<file path="config.mk">
export PLATFORM = sky130hd
export DESIGN_NAME = trk_hostif
export DESIGN_NICKNAME = d
export VERILOG_FILES = /design/src/rtl/trk_hostif_pkg.sv /design/src/rtl/trk_strobe_sync.sv /design/src/rtl/trk_byte_bank.sv /design/src/rtl/trk_frame_seq.sv /design/src/rtl/trk_hostif.sv
export SDC_FILE = /design/constraint.sdc
export NUM_CORES = 1
export LEC_CHECK = 0
export ABC_CLOCK_PERIOD_IN_PS = 4300
export BUFFER_PORTS_ARGS = -buffer_cell sky130_fd_sc_hd__buf_2
export CELL_PAD_IN_SITES_DETAIL_PLACEMENT = 1
export CELL_PAD_IN_SITES_GLOBAL_PLACEMENT = 1
export CORE_AREA = 2 2 265 397
export DETAILED_ROUTE_END_ITERATION = 6
export DIE_AREA = 0 0 267 399
export PLACE_DENSITY_LB_ADDON = 0.1
export SKIP_LAST_GASP = 1
export SLEW_MARGIN = 25
export SYNTH_ARGS = -nofsm -noshare
export SYNTH_HDL_FRONTEND = slang
export SYNTH_HIERARCHICAL = 1
export SYNTH_SLANG_ARGS = --single-unit
</file>
<file path="constraint.sdc">
create_clock -name clk -period 4.3 [get_ports clk]
set_input_delay 0.215 -clock clk [delete_from_list [all_inputs] [get_ports clk]]
set_output_delay 0.215 -clock clk [all_outputs]
set_load 0.005 [all_outputs]
</file>
<file path="src/rtl/trk_hostif_pkg.sv">
package trk_hostif_pkg;
  localparam int BYTE_W     = 8;
  localparam int WORD_BYTES = 4;

  typedef enum logic [2:0] {
    RG_NONE, RG_MEAS, RG_STATE, RG_COV, RG_PROB, RG_GO, RG_STAT, RG_RES
  } region_e;

  typedef struct packed {
    logic overrun;
    logic first_done;
    logic ready;
    logic busy;
  } status_t;
endpackage

</file>
<file path="src/rtl/trk_strobe_sync.sv">
module trk_strobe_sync #(
  parameter int STAGES = 2
) (
  input  logic clk,
  input  logic rst_n,
  input  logic ce_n,
  input  logic we_n,
  input  logic re_n,
  input  logic oe_n,
  output logic wr_evt,
  output logic rd_go,
  output logic rd_end
);
  // chain index 0 is the raw input; bit order {ce, we, re, oe}
  logic [3:0] chain [STAGES+1];
  logic [3:0] prev_q;

  assign chain[0] = {ce_n, we_n, re_n, oe_n};

  for (genvar s = 1; s <= STAGES; s++) begin : g_stage
    always_ff @(posedge clk or negedge rst_n) begin
      if (!rst_n) chain[s] <= 4'hF;
      else        chain[s] <= chain[s-1];
    end
  end

  always_ff @(posedge clk or negedge rst_n) begin
    if (!rst_n) prev_q <= 4'hF;
    else        prev_q <= chain[STAGES];
  end

  logic [3:0] lvl;
  assign lvl = chain[STAGES];

  assign wr_evt = prev_q[2] & ~lvl[2] & ~lvl[3] & lvl[1] & lvl[0];
  assign rd_go  = prev_q[1] & ~lvl[1] & ~lvl[3];
  assign rd_end = ~prev_q[1] & lvl[1];
endmodule

</file>
<file path="src/rtl/trk_byte_bank.sv">
module trk_byte_bank
  import trk_hostif_pkg::*;
#(
  parameter int WORDS  = 4,
  parameter int WORD_W = 32
) (
  input  logic                    clk,
  input  logic                    rst_n,
  input  logic                    wr_en,
  input  logic [7:0]              wr_off,
  input  logic [7:0]              wr_byte,
  input  logic                    ld_en,
  input  logic [WORDS*WORD_W-1:0] ld_word,
  output logic [WORDS*WORD_W-1:0] words_o
);
  localparam int BYTES = WORDS * (WORD_W / BYTE_W);

  logic [WORDS*WORD_W-1:0] q, nxt;

  always_comb begin
    nxt = q;
    if (ld_en)
      nxt = ld_word;
    else if (wr_en && int'(wr_off) < BYTES)
      nxt[int'(wr_off)*BYTE_W +: BYTE_W] = wr_byte;
  end

  always_ff @(posedge clk or negedge rst_n) begin
    if (!rst_n) q <= '0;
    else        q <= nxt;
  end

  assign words_o = q;
endmodule

</file>
<file path="src/rtl/trk_frame_seq.sv">
module trk_frame_seq
  import trk_hostif_pkg::*;
(
  input  logic    clk,
  input  logic    rst_n,
  input  logic    go_wr,
  input  logic    meas_blocked,
  input  logic    stat_rd_end,
  input  logic    done_i,
  output logic    start_o,
  output logic    load_o,
  output logic    irq_o,
  output status_t status_o
);
  status_t st_q;
  logic    irq_q;
  logic    launch, finish;

  assign launch = go_wr & ~st_q.busy;
  assign finish = done_i & st_q.busy;

  always_ff @(posedge clk or negedge rst_n) begin
    if (!rst_n) begin
      st_q    <= '0;
      irq_q   <= 1'b0;
      start_o <= 1'b0;
    end else begin
      start_o <= launch;
      if (launch)      st_q.busy <= 1'b1;
      else if (finish) st_q.busy <= 1'b0;
      if (launch)      st_q.ready <= 1'b0;
      else if (finish) st_q.ready <= 1'b1;
      if (finish)      st_q.first_done <= 1'b1;
      if (finish)           irq_q <= 1'b1;
      else if (stat_rd_end) irq_q <= 1'b0;
      if (meas_blocked)     st_q.overrun <= 1'b1;
      else if (stat_rd_end) st_q.overrun <= 1'b0;
    end
  end

  assign load_o   = finish;
  assign irq_o    = irq_q;
  assign status_o = st_q;
endmodule

</file>
<file path="src/rtl/trk_hostif.sv">
module trk_hostif
  import trk_hostif_pkg::*;
#(
  parameter int         WORD_W      = 32,
  parameter int         MEAS_WORDS  = 3,
  parameter int         STATE_WORDS = 4,
  parameter int         COV_WORDS   = 4,
  parameter int         PROB_WORDS  = 2,
  parameter int         SYNC_STAGES = 2,
  parameter logic [7:0] MEAS_BASE   = 8'h00,
  parameter logic [7:0] STATE_BASE  = 8'h10,
  parameter logic [7:0] COV_BASE    = 8'h20,
  parameter logic [7:0] PROB_BASE   = 8'h30,
  parameter logic [7:0] GO_ADDR     = 8'h40,
  parameter logic [7:0] STAT_ADDR   = 8'h41,
  parameter logic [7:0] RES_BASE    = 8'h80
) (
  input  logic                          clk,
  input  logic                          rst_n,
  input  logic                          bus_ce_n,
  input  logic                          bus_we_n,
  input  logic                          bus_re_n,
  input  logic                          bus_oe_n,
  input  logic [7:0]                    bus_addr,
  input  logic [7:0]                    bus_wdata,
  output logic [7:0]                    bus_rdata,
  output logic                          irq_o,
  output logic                          flt_start_o,
  input  logic                          flt_done_i,
  output logic [MEAS_WORDS*WORD_W-1:0]  flt_meas_o,
  output logic [STATE_WORDS*WORD_W-1:0] flt_state_o,
  output logic [COV_WORDS*WORD_W-1:0]   flt_cov_o,
  output logic [PROB_WORDS*WORD_W-1:0]  flt_prob_o,
  input  logic [STATE_WORDS*WORD_W-1:0] flt_state_res_i,
  input  logic [COV_WORDS*WORD_W-1:0]   flt_cov_res_i,
  input  logic [PROB_WORDS*WORD_W-1:0]  flt_prob_res_i
);
  localparam int BPW         = WORD_W / BYTE_W;
  localparam int MEAS_BYTES  = MEAS_WORDS * BPW;
  localparam int STATE_BYTES = STATE_WORDS * BPW;
  localparam int COV_BYTES   = COV_WORDS * BPW;
  localparam int PROB_BYTES  = PROB_WORDS * BPW;

  function automatic logic in_win(input logic [7:0] a, input logic [7:0] base,
                                  input logic [7:0] bytes);
    logic [7:0] d;
    d = a - base;
    return d < bytes;
  endfunction

  function automatic region_e decode(input logic [7:0] a);
    if (in_win(a, MEAS_BASE, 8'(MEAS_BYTES)))   return RG_MEAS;
    if (in_win(a, STATE_BASE, 8'(STATE_BYTES))) return RG_STATE;
    if (in_win(a, COV_BASE, 8'(COV_BYTES)))     return RG_COV;
    if (in_win(a, PROB_BASE, 8'(PROB_BYTES)))   return RG_PROB;
    if (a == GO_ADDR)                           return RG_GO;
    if (a == STAT_ADDR)                         return RG_STAT;
    if (in_win(a, RES_BASE, 8'(STATE_BYTES)))   return RG_RES;
    return RG_NONE;
  endfunction

  // ---- strobe handling ----
  logic wr_evt, rd_go, rd_end;
  trk_strobe_sync #(.STAGES(SYNC_STAGES)) u_sync (
    .clk(clk), .rst_n(rst_n),
    .ce_n(bus_ce_n), .we_n(bus_we_n), .re_n(bus_re_n), .oe_n(bus_oe_n),
    .wr_evt(wr_evt), .rd_go(rd_go), .rd_end(rd_end)
  );

  region_e rgn;
  assign rgn = decode(bus_addr);

  status_t st;
  logic    st_busy, st_ready, st_first;
  assign st_busy  = st.busy;
  assign st_ready = st.ready;
  assign st_first = st.first_done;

  logic stat_pend_q;
  always_ff @(posedge clk or negedge rst_n) begin
    if (!rst_n)                        stat_pend_q <= 1'b0;
    else if (rd_go && rgn == RG_STAT)  stat_pend_q <= 1'b1;
    else if (rd_end)                   stat_pend_q <= 1'b0;
  end

  // ---- write enables ----
  logic meas_we, init_ok, state_we, cov_we, prob_we, go_wr, meas_blk;
  assign meas_we  = wr_evt && rgn == RG_MEAS && !st.busy;
  assign meas_blk = wr_evt && rgn == RG_MEAS && st.busy;
  assign init_ok  = wr_evt && !st.busy && !st.first_done;
  assign state_we = init_ok && rgn == RG_STATE;
  assign cov_we   = init_ok && rgn == RG_COV;
  assign prob_we  = init_ok && rgn == RG_PROB;
  assign go_wr    = wr_evt && rgn == RG_GO;

  logic load;
  trk_frame_seq u_seq (
    .clk(clk), .rst_n(rst_n),
    .go_wr(go_wr), .meas_blocked(meas_blk), .stat_rd_end(rd_end & stat_pend_q),
    .done_i(flt_done_i), .start_o(flt_start_o), .load_o(load),
    .irq_o(irq_o), .status_o(st)
  );

  // ---- host-written banks ----
  logic [STATE_WORDS*WORD_W-1:0] init_state, loop_state;
  logic [COV_WORDS*WORD_W-1:0]   init_cov, loop_cov;
  logic [PROB_WORDS*WORD_W-1:0]  init_prob, loop_prob;

  trk_byte_bank #(.WORDS(MEAS_WORDS), .WORD_W(WORD_W)) u_meas (
    .clk(clk), .rst_n(rst_n), .wr_en(meas_we), .wr_off(bus_addr - MEAS_BASE),
    .wr_byte(bus_wdata), .ld_en(1'b0), .ld_word('0), .words_o(flt_meas_o));
  trk_byte_bank #(.WORDS(STATE_WORDS), .WORD_W(WORD_W)) u_init_state (
    .clk(clk), .rst_n(rst_n), .wr_en(state_we), .wr_off(bus_addr - STATE_BASE),
    .wr_byte(bus_wdata), .ld_en(1'b0), .ld_word('0), .words_o(init_state));
  trk_byte_bank #(.WORDS(COV_WORDS), .WORD_W(WORD_W)) u_init_cov (
    .clk(clk), .rst_n(rst_n), .wr_en(cov_we), .wr_off(bus_addr - COV_BASE),
    .wr_byte(bus_wdata), .ld_en(1'b0), .ld_word('0), .words_o(init_cov));
  trk_byte_bank #(.WORDS(PROB_WORDS), .WORD_W(WORD_W)) u_init_prob (
    .clk(clk), .rst_n(rst_n), .wr_en(prob_we), .wr_off(bus_addr - PROB_BASE),
    .wr_byte(bus_wdata), .ld_en(1'b0), .ld_word('0), .words_o(init_prob));

  // ---- recirculated loop banks ----
  trk_byte_bank #(.WORDS(STATE_WORDS), .WORD_W(WORD_W)) u_loop_state (
    .clk(clk), .rst_n(rst_n), .wr_en(1'b0), .wr_off(8'h00), .wr_byte(8'h00),
    .ld_en(load), .ld_word(flt_state_res_i), .words_o(loop_state));
  trk_byte_bank #(.WORDS(COV_WORDS), .WORD_W(WORD_W)) u_loop_cov (
    .clk(clk), .rst_n(rst_n), .wr_en(1'b0), .wr_off(8'h00), .wr_byte(8'h00),
    .ld_en(load), .ld_word(flt_cov_res_i), .words_o(loop_cov));
  trk_byte_bank #(.WORDS(PROB_WORDS), .WORD_W(WORD_W)) u_loop_prob (
    .clk(clk), .rst_n(rst_n), .wr_en(1'b0), .wr_off(8'h00), .wr_byte(8'h00),
    .ld_en(load), .ld_word(flt_prob_res_i), .words_o(loop_prob));

  // ---- initial / loop selectors ----
  assign flt_state_o = st.first_done ? loop_state : init_state;
  assign flt_cov_o   = st.first_done ? loop_cov   : init_cov;
  assign flt_prob_o  = st.first_done ? loop_prob  : init_prob;

  // ---- read path ----
  logic [7:0] res_off;
  assign res_off = bus_addr - RES_BASE;

  always_comb begin
    bus_rdata = 8'h00;
    if (!bus_ce_n && !bus_re_n && !bus_oe_n) begin
      if (rgn == RG_STAT)
        bus_rdata = {4'h0, st};
      else if (rgn == RG_RES)
        bus_rdata = loop_state[int'(res_off)*BYTE_W +: BYTE_W];
    end
  end
endmodule

</file>
Yosys cells after proc, flatten, opt, wreduce, memory -nomap -nowiden
Cells that the tools add are included.
{"block": "word_totals", "out_inout_bits": 426, "inputBits": 343, "word_cells": 156, "ff_bits": 754}
{"block": "classes", "mux": 64, "reduce_logical": 25, "shift": 9, "order_cmp": 9, "add_sub_neg": 8, "bitwise_logic": 15, "n_eq_ne": 9}
{"operator": "$bwmux 128", "n": 2}
{"operator": "$mux 128", "n": 2}
{"operator": "$shift 8x33->128 const A", "n": 2}
{"operator": "$shiftx 8x33->128", "n": 2}
{"operator": "$neg 11->33", "n": 4}
{"operator": "$shiftx 128x12->8", "n": 1}
{"operator": "$bwmux 96", "n": 1}
{"operator": "$shift 8x33->96 const A", "n": 1}
{"operator": "$shiftx 8x33->96", "n": 1}
{"operator": "$bwmux 64", "n": 1}
{"operator": "$mux 64", "n": 1}
{"operator": "$shift 8x33->64 const A", "n": 1}
{"operator": "$shiftx 8x33->64", "n": 1}
{"operator": "$mux 3", "n": 17}
{"operator": "$lt 8x5->1 const B", "n": 5}
{"operator": "$mux 1", "n": 37}
{"operator": "$lt 8x4->1 const B", "n": 4}
{"operator": "$mux 8", "n": 3}
{"operator": "$eq 8x7->1 const B", "n": 2}
{"operator": "$logic_and 1x1->1", "n": 16}
{"operator": "$sub 8x6->8 const B", "n": 2}
{"operator": "$eq 3x3->1 const B", "n": 4}
{"operator": "$and 1x1->1", "n": 10}
{"operator": "$reduce_bool 2->1", "n": 4}
{"operator": "6 further kinds", "n": 15}

Logic depth before layout (Yosys ltp)
Gate-level depths: netlist of the first run.
{"block": "logic_depth", "depth_word": 35, "depth_mapped": 14, "ltp_nobuf": 12}

Hierarchy
Netlist of the first run, hierarchy kept.
{"mod": "trk_byte_bank at u_init_cov ...", "area_per_inst_um2": 6998.0, "cells_each": 697, "seq_area_each_um2": 3203.1, "n_inst": 3}
{"mod": "trk_byte_bank at u_loop_state", "area_per_inst_um2": 6595.1, "cells_each": 646, "seq_area_each_um2": 3203.1, "n_inst": 1}
{"mod": "trk_hostif", "area_per_inst_um2": 5382.7, "cells_each": 504, "seq_area_each_um2": 25.0, "n_inst": 1}
{"mod": "trk_byte_bank at u_meas", "area_per_inst_um2": 5348.9, "cells_each": 562, "seq_area_each_um2": 2402.3, "n_inst": 1}
{"mod": "trk_byte_bank at u_loop_prob", "area_per_inst_um2": 3913.8, "cells_each": 369, "seq_area_each_um2": 1601.5, "n_inst": 1}
{"mod": "trk_byte_bank at u_init_prob", "area_per_inst_um2": 3349.5, "cells_each": 285, "seq_area_each_um2": 1601.5, "n_inst": 1}
{"mod": "trk_strobe_sync", "area_per_inst_um2": 289.0, "cells_each": 14, "seq_area_each_um2": 262.8, "n_inst": 1}
{"mod": "trk_frame_seq", "area_per_inst_um2": 214.0, "cells_each": 18, "seq_area_each_um2": 150.1, "n_inst": 1}

Worst setup path after synthesis of the first run
Ideal clock, no wire load.
{"block": "synth_timing", "path_type": "input-to-reg", "start": "input bus_addr[4]", "end": "register u_init_prob.q[56] (netlist: u_init_prob/words_o[56])", "path_buffers": 1, "setup_time_ps": 124, "cell_stages": 12, "arrival_time_ps": 3402, "required_ps": 4176, "path_slack_ps": 774, "path_cell_list": "buf_2 inv_1 ha_1 nand3_1 and4b_1 or4_1 nor4b_1 nand2b_1 or4_4 nor4_4 mux2_2 mux2_2"}
{"block": "synth_between", "elab_chain_len": 21, "word_cells_on_any_way": 63, "classes_between": "add/sub: 5; order compare: 6; eq/ne: 3; shift: 2; mux: 45; reduce/logical: 2"}
{"element": "from (decl)", "line": "trk_hostif.sv:24", "source": "input logic [7:0] bus_addr,"}
{"element": "$sub 8x5->8", "line": "trk_hostif.sv:47", "source": "d = a - base;"}
{"element": "$lt 8x5->1", "line": "trk_hostif.sv:48", "source": "return d < bytes;"}
{"element": "$mux 3 (2 in series)", "line": "trk_hostif.sv:53", "source": "if (in_win(a, STATE_BASE, 8'(STATE_BYTES))) return RG_STATE;"}
{"element": "$mux 3 (2 in series)", "line": "trk_hostif.sv:54", "source": "if (in_win(a, COV_BASE, 8'(COV_BYTES))) return RG_COV;"}
{"element": "$mux 3", "line": "trk_hostif.sv:53"}
{"element": "$mux 3", "line": "trk_hostif.sv:55", "source": "if (in_win(a, PROB_BASE, 8'(PROB_BYTES))) return RG_PROB;"}
{"element": "$mux 3", "line": "trk_hostif.sv:56", "source": "if (a == GO_ADDR) return RG_GO;"}
{"element": "$mux 3", "line": "trk_hostif.sv:57", "source": "if (a == STAT_ADDR) return RG_STAT;"}
{"element": "[4 not listed]"}
{"element": "$mux 3", "line": "trk_hostif.sv:56"}
{"element": "$mux 3", "line": "trk_hostif.sv:55"}
{"element": "$mux 3", "line": "trk_hostif.sv:54"}
{"element": "$mux 3 *", "line": "trk_hostif.sv:53"}
{"element": "$eq 3x3->1 *", "line": "trk_hostif.sv:93", "source": "assign prob_we = init_ok && rgn == RG_PROB;"}
{"element": "$logic_and 1x1->1 *", "line": "trk_hostif.sv:93"}
{"element": "via prob_we", "line": "trk_hostif.sv:87", "source": "logic meas_we, init_ok, state_we, cov_we, prob_we, go_wr, meas_blk;"}
{"element": "$logic_and 1x1->1 *", "line": "trk_byte_bank.sv:24", "source": "else if (wr_en && int'(wr_off) < BYTES)"}
{"element": "to (signal assigned)", "line": "trk_byte_bank.sv:30", "source": "else q <= nxt;"}
{"element": "to (decl)", "line": "trk_byte_bank.sv:18", "source": "logic [WORDS*WORD_W-1:0] q, nxt;"}
Mark *: on every way through the listed nets, which the timed path passes. The rest lies on a longest branch. The select of a mux whose other input is x is not followed.
A chain may end at the register's enable or synchronous reset.

Worst setup path in the final report of the first run
{"block": "layout_timing", "start": "register u_sync.chain, in the netlist u_sync/lvl[1]", "end": "register u_init_prob.q[58] (netlist: u_init_prob/words_o[58])"}
{"block": "layout_between", "elab_chain_len": 6}
{"element": "from (decl)", "line": "trk_strobe_sync.sv:15", "source": "logic [3:0] chain [STAGES+1];"}
{"element": "from (signal, indexed assignment)", "line": "trk_strobe_sync.sv:23", "source": "else chain[s] <= chain[s-1];"}
{"element": "$and 1x1->1 (2 in series)", "line": "trk_strobe_sync.sv:35", "source": "assign wr_evt = prev_q[2] & ~lvl[2] & ~lvl[3] & lvl[1] & lvl[0];"}
{"element": "via wr_evt", "line": "trk_hostif.sv:63", "source": "logic wr_evt, rd_go, rd_end;"}
{"element": "$logic_and 1x1->1 (2 in series)", "line": "trk_hostif.sv:90", "source": "assign init_ok = wr_evt && !st.busy && !st.first_done;"}
{"element": "$logic_and 1x1->1", "line": "trk_hostif.sv:93"}
{"element": "via prob_we", "line": "trk_hostif.sv:87"}
{"element": "$logic_and 1x1->1", "line": "trk_byte_bank.sv:24"}
The timed path passes the listed nets, and every way through them passes these cells.

==> results by group, run 1 <==
Synthesis
  – Most used standard cells in the synthesized netlist: sky130_fd_sc_hd__dfrtp_1, sky130_fd_sc_hd__mux2_2, sky130_fd_sc_hd__nand2_1
  – Ys Warns: 6
  – Post-synthesis area per instance: 10.3 um^2
  – Most area-consuming cells after synthesis: sky130_fd_sc_hd__dfrtp_1, sky130_fd_sc_hd__mux2_2, sky130_fd_sc_hd__nand2_1, sky130_fd_sc_hd__o31ai_1, sky130_fd_sc_hd__a221o_1
  – Summed instance area of the synthesized netlist: 46100 um^2
  – Post-Syn Instances: 4489
  – Cell with the most instances after synthesis: sky130_fd_sc_hd__dfrtp_1
  – Async set-reset flop share out of synthesis: 1.00
  – Flops & latches, synth: 753
  – Main flop type after synthesis: sky130_fd_sc_hd__dfrtp_1
  – Post-synth cell types: 116
  – Post-synth top area cell: sky130_fd_sc_hd__dfrtp_1
  – Seq/Total Area, Yosys: 0.409
  – Number of enable flip-flop cells after synthesis: 0
  – Share of the synthesized area in the top cell type: 0.403

Clock tree
  – Clock latency on the worst-skew pair: 0.69 ns
  – Clock-pin slew on the worst setup and hold paths: 0.07 ns
  – CTS-repair resized insts: 0
  – Post-CTS setup buffers: 0
  – Clock root buffer: sky130_fd_sc_hd__clkbuf_16
  – CTS tree: built
  – Number of buffers between clock root and the deepest sink: 3
  – Clock sink total: 753
  – Clock buffer count from CTS: 81
  – CTS HTree Levels: 3

Critical path
  – Gate family responsible for the most delay along the worst path: simple AND/OR/NAND/NOR gates
  – Max stage delay cell, worst path: sky130_fd_sc_hd__nor4_4
  – Crit Path Max Fanout: 8
  – Signal arrival time at the worst endpoint: 4.49 ns
  – R2R Path Start: u_sync/lvl[1]$_DFF_PN1_
  – Combined buffer and inverter count along the critical path: 1
  – Worst setup path startpoint: u_sync/lvl[1]$_DFF_PN1_
  – Required time at the endpoint of the critical path: 4.86 ns
  – Cell repeated most along the worst path: sky130_fd_sc_hd__mux2_2
  – Peak per-stage delay on the critical path: 0.60 ns
  – Endpoint class of the critical path: register
  – Crit-path cells: and4_1 > inv_1 > or4_1 > nor4b_1 > nand2b_1 > or4_4 > nor4_4 > mux2_2 > mux2_2
  – Crit path launch type: register
  – Kind of critical path: reg -> reg

Run status
  – Failing checks: slew limit
  – Status: finished with violations

STA
  – Rel. slew slack: -0.135
  – Final Hold Fails: 0
  – Clk_skew: 0.0334 ns
  – Total negative setup slack: 0 ns
  – Max Transition Viols Final: 31
  – Final cycle utilization of the critical path: 0.915
  – Final worst slack: 0.367 ns
  – Endpoints failing setup: 0
  – Time the worst path needs with I/O delays and setup: 3.93 ns
  – Unrepaired setup endpoints after global routing: false
  – Achievable Freq: 254 MHz
  – Slew at the pin with the worst max-slew slack: 1.69 ns

Final layout
  – Proportion of layout cells with a drive suffix above 1: 0.298
  – Final Net Count: 6375
  – Area added between synthesis and finish: 28.4%
  – Share of the core filled with cells in the final layout: 0.575

Global route
  – Global-route usage over all layers: 0.396
  – First-pass GRT wire length: 313 mm
  – Overall overflow remaining after global route: 0
  – Vias in the first global route: 47800
  – Initial antenna violation count: 25
  – Largest net degree at the start of global routing: 167

Hold path
  – Type of the most critical hold path: in -> reg
  – Start point of the worst hold path: bus_wdata[1]

Die
  – Initial core utilization: 0.448
  – Core region area: 103000 um^2
  – Height of the die: 399 um
  – Num rows: 144
  – X dimension of the die: 267 um
  – Ports: 769
  – Die Footprint: 107000 um^2

Routing
  – Number of detailed-routing iterations run before antenna repair: 5
  – Routed vias: 44800
  – 1st-iter DRT viols: 3796
  – Routed len/inst: 28.7 um
  – Vias per inst: 6.00
  – Overall routed net length: 215 mm
  – Number of nets still failing antenna checks after routing: 0
  – Drt drc: 0

Power
  – Power density over cell area: 340 nW/um^2
  – P_leak: 26.8 nW
  – Max VDD drop: 0.300 mV

Place
  – Post-DP HPWL: 151 mm
  – GP Congestion: 0.972
  – Post-Place Setup Slack: 0.254 ns
  – Number of port buffers: 768

Job
  – Max cap viols: 0
-- worst reg2reg max path, stage by stage (launching register included) --
cell and delay (ns):
sky130_fd_sc_hd__dfstp_2 0.54, sky130_fd_sc_hd__and4_1 0.24, sky130_fd_sc_hd__inv_1 0.07, sky130_fd_sc_hd__or4_1 0.52, sky130_fd_sc_hd__nor4b_1 0.42, sky130_fd_sc_hd__nand2b_1 0.16, sky130_fd_sc_hd__or4_4 0.58, sky130_fd_sc_hd__nor4_4 0.60
sky130_fd_sc_hd__mux2_2 0.42, sky130_fd_sc_hd__mux2_2 0.26
-- layer usage --
layer | share of wire | up-vias | GRT usage
met3 | 0.065 | 821 | 0.0758
met5 | 0.00051 | - | 0
met1 | 0.36 | 22600 | 0.434
met2 | 0.49 | 2153 | 0.671
li1 | - | 19300 | -
met4 | 0.090 | 18 | 0.314
-- layout make-up --
cell class / instances / area (um^2)
Sequential cell: 753 / 18900
Antenna cell: 17 / 42.5
Multi-Input combinational cell: 3839 / 27400
Clock inverter: 31 / 309
Inverter: 153 / 582
Fill cell: 11600 / 43700
Timing Repair Buffer: 1181 / 7850
Clock buffer: 114 / 2360
Tap cell: 1387 / 1740
-- registers in the layout (all words and copies together), names as in the netlist --
signal	cells
stat_pend_q	1
u_init_cov/words_o	128
u_init_prob/words_o	64
u_init_state/words_o	128
u_loop_cov/words_o	128
u_loop_prob/words_o	64
u_loop_state/words_o	128
u_meas/words_o	96
u_seq/irq_o	1
u_seq/start_o	1
u_seq/status_o	4
u_sync/chain	4
u_sync/lvl	4
u_sync/prev_q	2
-- kinds of logic after synthesis --
kind of cell	after synthesis	synth area share
DFF	753	0.409
xor gates and xnor gates	23	0.00437
and+or+nand+nor	1345	0.150
muxes	806	0.203
buffers and inverters	498	0.0456
adders and majority gates	23	0.00624
AOI/OAI and AO/OA	1040	0.181
other	1	0.0000814
-- cells in the final DEF, fill, tap and decap left out, types with 136 or more instances in the layout --
cell type	instances
sky130_fd_sc_hd__and2_1	136
sky130_fd_sc_hd__mux2_2	644
sky130_fd_sc_hd__nand3_1	144
sky130_fd_sc_hd__o31ai_1	218
sky130_fd_sc_hd__inv_1	152
sky130_fd_sc_hd__buf_2	766
sky130_fd_sc_hd__nor2_1	145
sky130_fd_sc_hd__conb_1	602
sky130_fd_sc_hd__nand2_1	543
sky130_fd_sc_hd__dlygate4sd3_1	323
sky130_fd_sc_hd__a221o_1	140
sky130_fd_sc_hd__dfrtp_1	742
-- per-stage QoR --
step	hold WS, ns	instance area, um^2	total power, mW	cells
floorplan	-0.0806	48300	10.4	5090
global placement	0.325	53200	12.2	6990
detailed placement	0.333	53200	12.3	6990
CTS	0.00180	59100	19.9	7458
global route	0.0238	59100	20.8	7466
finish	0.0372	59200	20.1	7475
-- report_power, final --
group,switching (mW),internal [mW],leakage (nW),total [mW]
registers,0.640,7.67,9.52,8.31
logic,2.54,1.95,15.9,4.49
clock network,3.21,4.14,1.33,7.35
-- final timing paths --
kind                                                  endpoint  slack (ns)  depth (start not counted)
max                        u_init_prob/words_o[58]$_DFFE_PN0P_        0.37                          9
max reg2reg                u_init_prob/words_o[58]$_DFFE_PN0P_        0.37                          9
max in group asynchronous  u_init_prob/words_o[25]$_DFFE_PN0P_        2.75                          3
min                             u_meas/words_o[49]$_DFFE_PN0P_        0.04                          4
min in group asynchronous   u_loop_cov/words_o[81]$_DFFE_PN0P_        0.11                          2
min reg2reg                            u_sync/lvl[2]$_DFF_PN1_        0.35                          0
-- repair_timing --
action	CTS	global route
hold buffers	323	0
endpoints found under the hold margin	401	0
setup endpoints to repair	0	0
(Power assumes the default switching activity.)
==> run 2: changes to the inputs <==
- ABC_AREA: default -> 1
- CORE_AREA: 2 2 265 397 -> 2 2 290 435
- DIE_AREA: 0 0 267 399 -> 0 0 292 437
==> run 2 against run 1 <==
Against the previous run: the run now ends clean; design area up 9.0%; via count up 35%; area after synthesis up 12%; sequential cell count unchanged; global-route usage up 0.68 points; worst hold slack better by 0.071 ns; sequential share of layout area down 2.6 points; clock-buffer cell count down 6; synthesized cell count up 70%; final cell count up 43%.
==> results by group, run 2 <==
STA
  – Time the worst path needs with I/O delays and setup: 3.44 ns
  – Slew at the pin with the worst max-slew slack: 1.30 ns
  – Rel. slew slack: 0.129
  – Clk_skew: 0.0255 ns
  – Final-layout worst hold slack: 0.108 ns
  – Final cycle utilization of the critical path: 0.800
  – Max Transition Viols Final: 0
  – Unrepaired setup endpoints after global routing: false
  – Final worst slack: 0.859 ns
  – Achievable Freq: 291 MHz
  – Final Hold Fails: 0
  – Endpoints failing setup: 0
  – Total negative setup slack: 0 ns

Synthesis
  – Async set-reset flop share out of synthesis: 1.00
  – Flops & latches, synth: 753
  – Number of enable flip-flop cells after synthesis: 0
  – Cell with the most instances after synthesis: sky130_fd_sc_hd__nand2_1
  – Share of the synthesized area in the top cell type: 0.360
  – Most used standard cells in the synthesized netlist: sky130_fd_sc_hd__nand2_1, sky130_fd_sc_hd__nand3_1, sky130_fd_sc_hd__dfrtp_1
  – Post-synth cell types: 55
  – Summed instance area of the synthesized netlist: 51700 um^2
  – Post-synth top area cell: sky130_fd_sc_hd__dfrtp_1
  – Ys Warns: 6
  – Seq/Total Area, Yosys: 0.365
  – Most area-consuming cells after synthesis: sky130_fd_sc_hd__dfrtp_1, sky130_fd_sc_hd__nand2_1, sky130_fd_sc_hd__nand3_1, sky130_fd_sc_hd__nor2_1, sky130_fd_sc_hd__nand4_1
  – Post-Syn Instances: 7653
  – Post-synthesis area per instance: 6.76 um^2
  – Main flop type after synthesis: sky130_fd_sc_hd__dfrtp_1

Place
  – GP Congestion: 1.01
  – Post-placement cell count: 10200
  – Post-DP HPWL: 189 mm
  – Post-Place Setup Slack: 0.425 ns
  – Placed standard-cell area: 58200 um^2
  – Number of port buffers: 768

Job
  – Max cap viols: 0

Power
  – Power density over cell area: 304 nW/um^2
  – Max VDD drop: 0.287 mV
  – Total Power: 19.6 mW
  – P_leak: 33.0 nW

Critical path
  – Cell count of the worst reg-to-reg path: 10
  – Crit path launch type: register
  – Combined buffer and inverter count along the critical path: 3
  – Required time at the endpoint of the critical path: 4.09 ns
  – Kind of critical path: reg -> out
  – Gate family responsible for the most delay along the worst path: buffers and inverters
  – Signal arrival time at the worst endpoint: 3.23 ns
  – Crit Path Max Fanout: 59
  – Register-to-register setup slack: 1.11 ns
  – Destination of the worst register-to-register timing path: u_meas/words_o[88]$_DFFE_PN0P_
  – Endpoint class of the critical path: output pin
  – Max stage delay cell, worst path: sky130_fd_sc_hd__dfrtp_4
  – R2R Path Start: u_sync/lvl[1]$_DFF_PN1_
  – Crit-path cells: buf_4 > buf_4 > nand2_1 > nand2_1 > buf_2
  – Peak per-stage delay on the critical path: 0.71 ns

Final layout
  – Area added between synthesis and finish: 24.7%
  – Proportion of layout cells with a drive suffix above 1: 0.152
  – Filler cell count: 16400
  – Most used cells in the layout excluding fill and tap cells: sky130_fd_sc_hd__nand2_1, sky130_fd_sc_hd__nand3_1, sky130_fd_sc_hd__buf_2
  – Final Net Count: 9380
  – Share of the core filled with cells in the final layout: 0.522
  – Final instance count without filler cells: 10700
  – Most common cell after layout, fill and taps aside: sky130_fd_sc_hd__nand2_1
  – Area taken by flip-flops and latches: 18900 um^2
  – Final non-filler cell area: 64500 um^2
  – Area of the multi-input gates: 31900 um^2

Die
  – X dimension of the die: 292 um
  – Ports: 769
  – Die Footprint: 128000 um^2
  – Height of the die: 437 um
  – Core region area: 124000 um^2
  – Initial core utilization: 0.419
  – Num rows: 158

Hold path
  – Start point of the worst hold path: flt_cov_res_i[127]
  – Hold Crit Endpoint: u_loop_cov/words_o[127]$_DFFE_PN0P_
  – Type of the most critical hold path: in -> reg
  – Depth of the worst hold-timing path: 5

Routing
  – Number of nets still failing antenna checks after routing: 0
  – Number of detailed-routing iterations run before antenna repair: 5
  – Overall routed net length: 263 mm
  – Routed len/inst: 24.6 um
  – 1st-iter DRT viols: 5493
  – Vias per inst: 5.66
  – Drt drc: 0
  – Routed vias: 60500

Global route
  – Global-route usage over all layers: 0.402
  – Largest net degree at the start of global routing: 180
  – Overall overflow remaining after global route: 0
  – First-pass GRT wire length: 391 mm
  – Vias in the first global route: 61300
  – Initial antenna violation count: 21

Clock tree
  – Clock sink total: 753
  – Clock-pin slew on the worst setup and hold paths: 0.06 ns
  – CTS tree: built
  – Number of buffers between clock root and the deepest sink: 3
  – Post-CTS setup buffers: 0
  – CTS HTree Levels: 3
  – CTS-repair resized insts: 0
  – Hold-fix buffers at CTS: 331
  – Clock root buffer: sky130_fd_sc_hd__clkbuf_16
  – Clock latency on the worst-skew pair: 0.69 ns
  – Clock buffer count from CTS: 83

Run status
  – Status: finished clean
-- run 2: cell count changes after synthesis, sizes merged, moves of 114 or more --
cell	change
nand2	+2925
nand3	+1136
mux2	-655
nor2	+507
nand4	+339
o31ai	-219
a221o	-140
and2	-137
mux2i	-114
-- run 2: worst min-delay path: cells and delay by family --
kind | cells | cell delay (ns)
and+or+nand+nor | 4 | 0.44
buffers and inverters | 1 | 0.08
-- run 2: worst max-delay path by stage --
stage                                             start                                 end  cells after the start
after floorplan                             bus_addr[4]  u_init_cov/words_o[32]$_DFFE_PN0P_                     19
after global placement                      bus_addr[4]      u_meas/words_o[89]$_DFFE_PN0P_                     13
after detailed placement                    bus_addr[4]      u_meas/words_o[94]$_DFFE_PN0P_                     13
after CTS                 u_seq/status_o[2]$_DFFE_PN0P_                     flt_state_o[48]                      5
after global routing      u_seq/status_o[2]$_DFFE_PN0P_                     flt_state_o[19]                      5
final                     u_seq/status_o[2]$_DFFE_PN0P_                     flt_state_o[19]                      5
-- run 2: kinds of logic after synthesis --
| group | count (synthesis) | synth area share |
|---|---|---|
| other cells | 1 | 0.0000725 |
| flops | 753 | 0.365 |
| fa+ha+maj | 23 | 0.00556 |
| simple gates | 5912 | 0.529 |
| buf+inv | 695 | 0.0589 |
| mux | 1 | 0.000194 |
| xor+xnor | 16 | 0.00736 |
| compound gates | 252 | 0.0345 |
-- run 2: where the power goes --
group,internal (mW),switching (mW),total [mW]
combinational,1.13,2.38,3.51
clock,4.70,3.33,8.03
sequential,7.59,0.444,8.04
total,13.4,6.16,19.6
-- run 2: per-layer routing --
metal	global-route usage	share of wire	vias to the layer above
met5	0	0.00035	-
met1	0.494	0.39	29700
li1	-	-	27400
met3	0.0670	0.071	697
met4	0.266	0.074	14
met2	0.651	0.46	2733
-- run 2: layout make-up --
type / instances / area share
clock inverter: 41 / 0.00960
sequential: 753 / 0.292
inverter: 258 / 0.0155
tap: 1600 / 0.0310
timing repair buffer: 1164 / 0.121
clock buffer: 108 / 0.0359
antenna: 13 / 0.000504
multi-input combinational: 6754 / 0.494
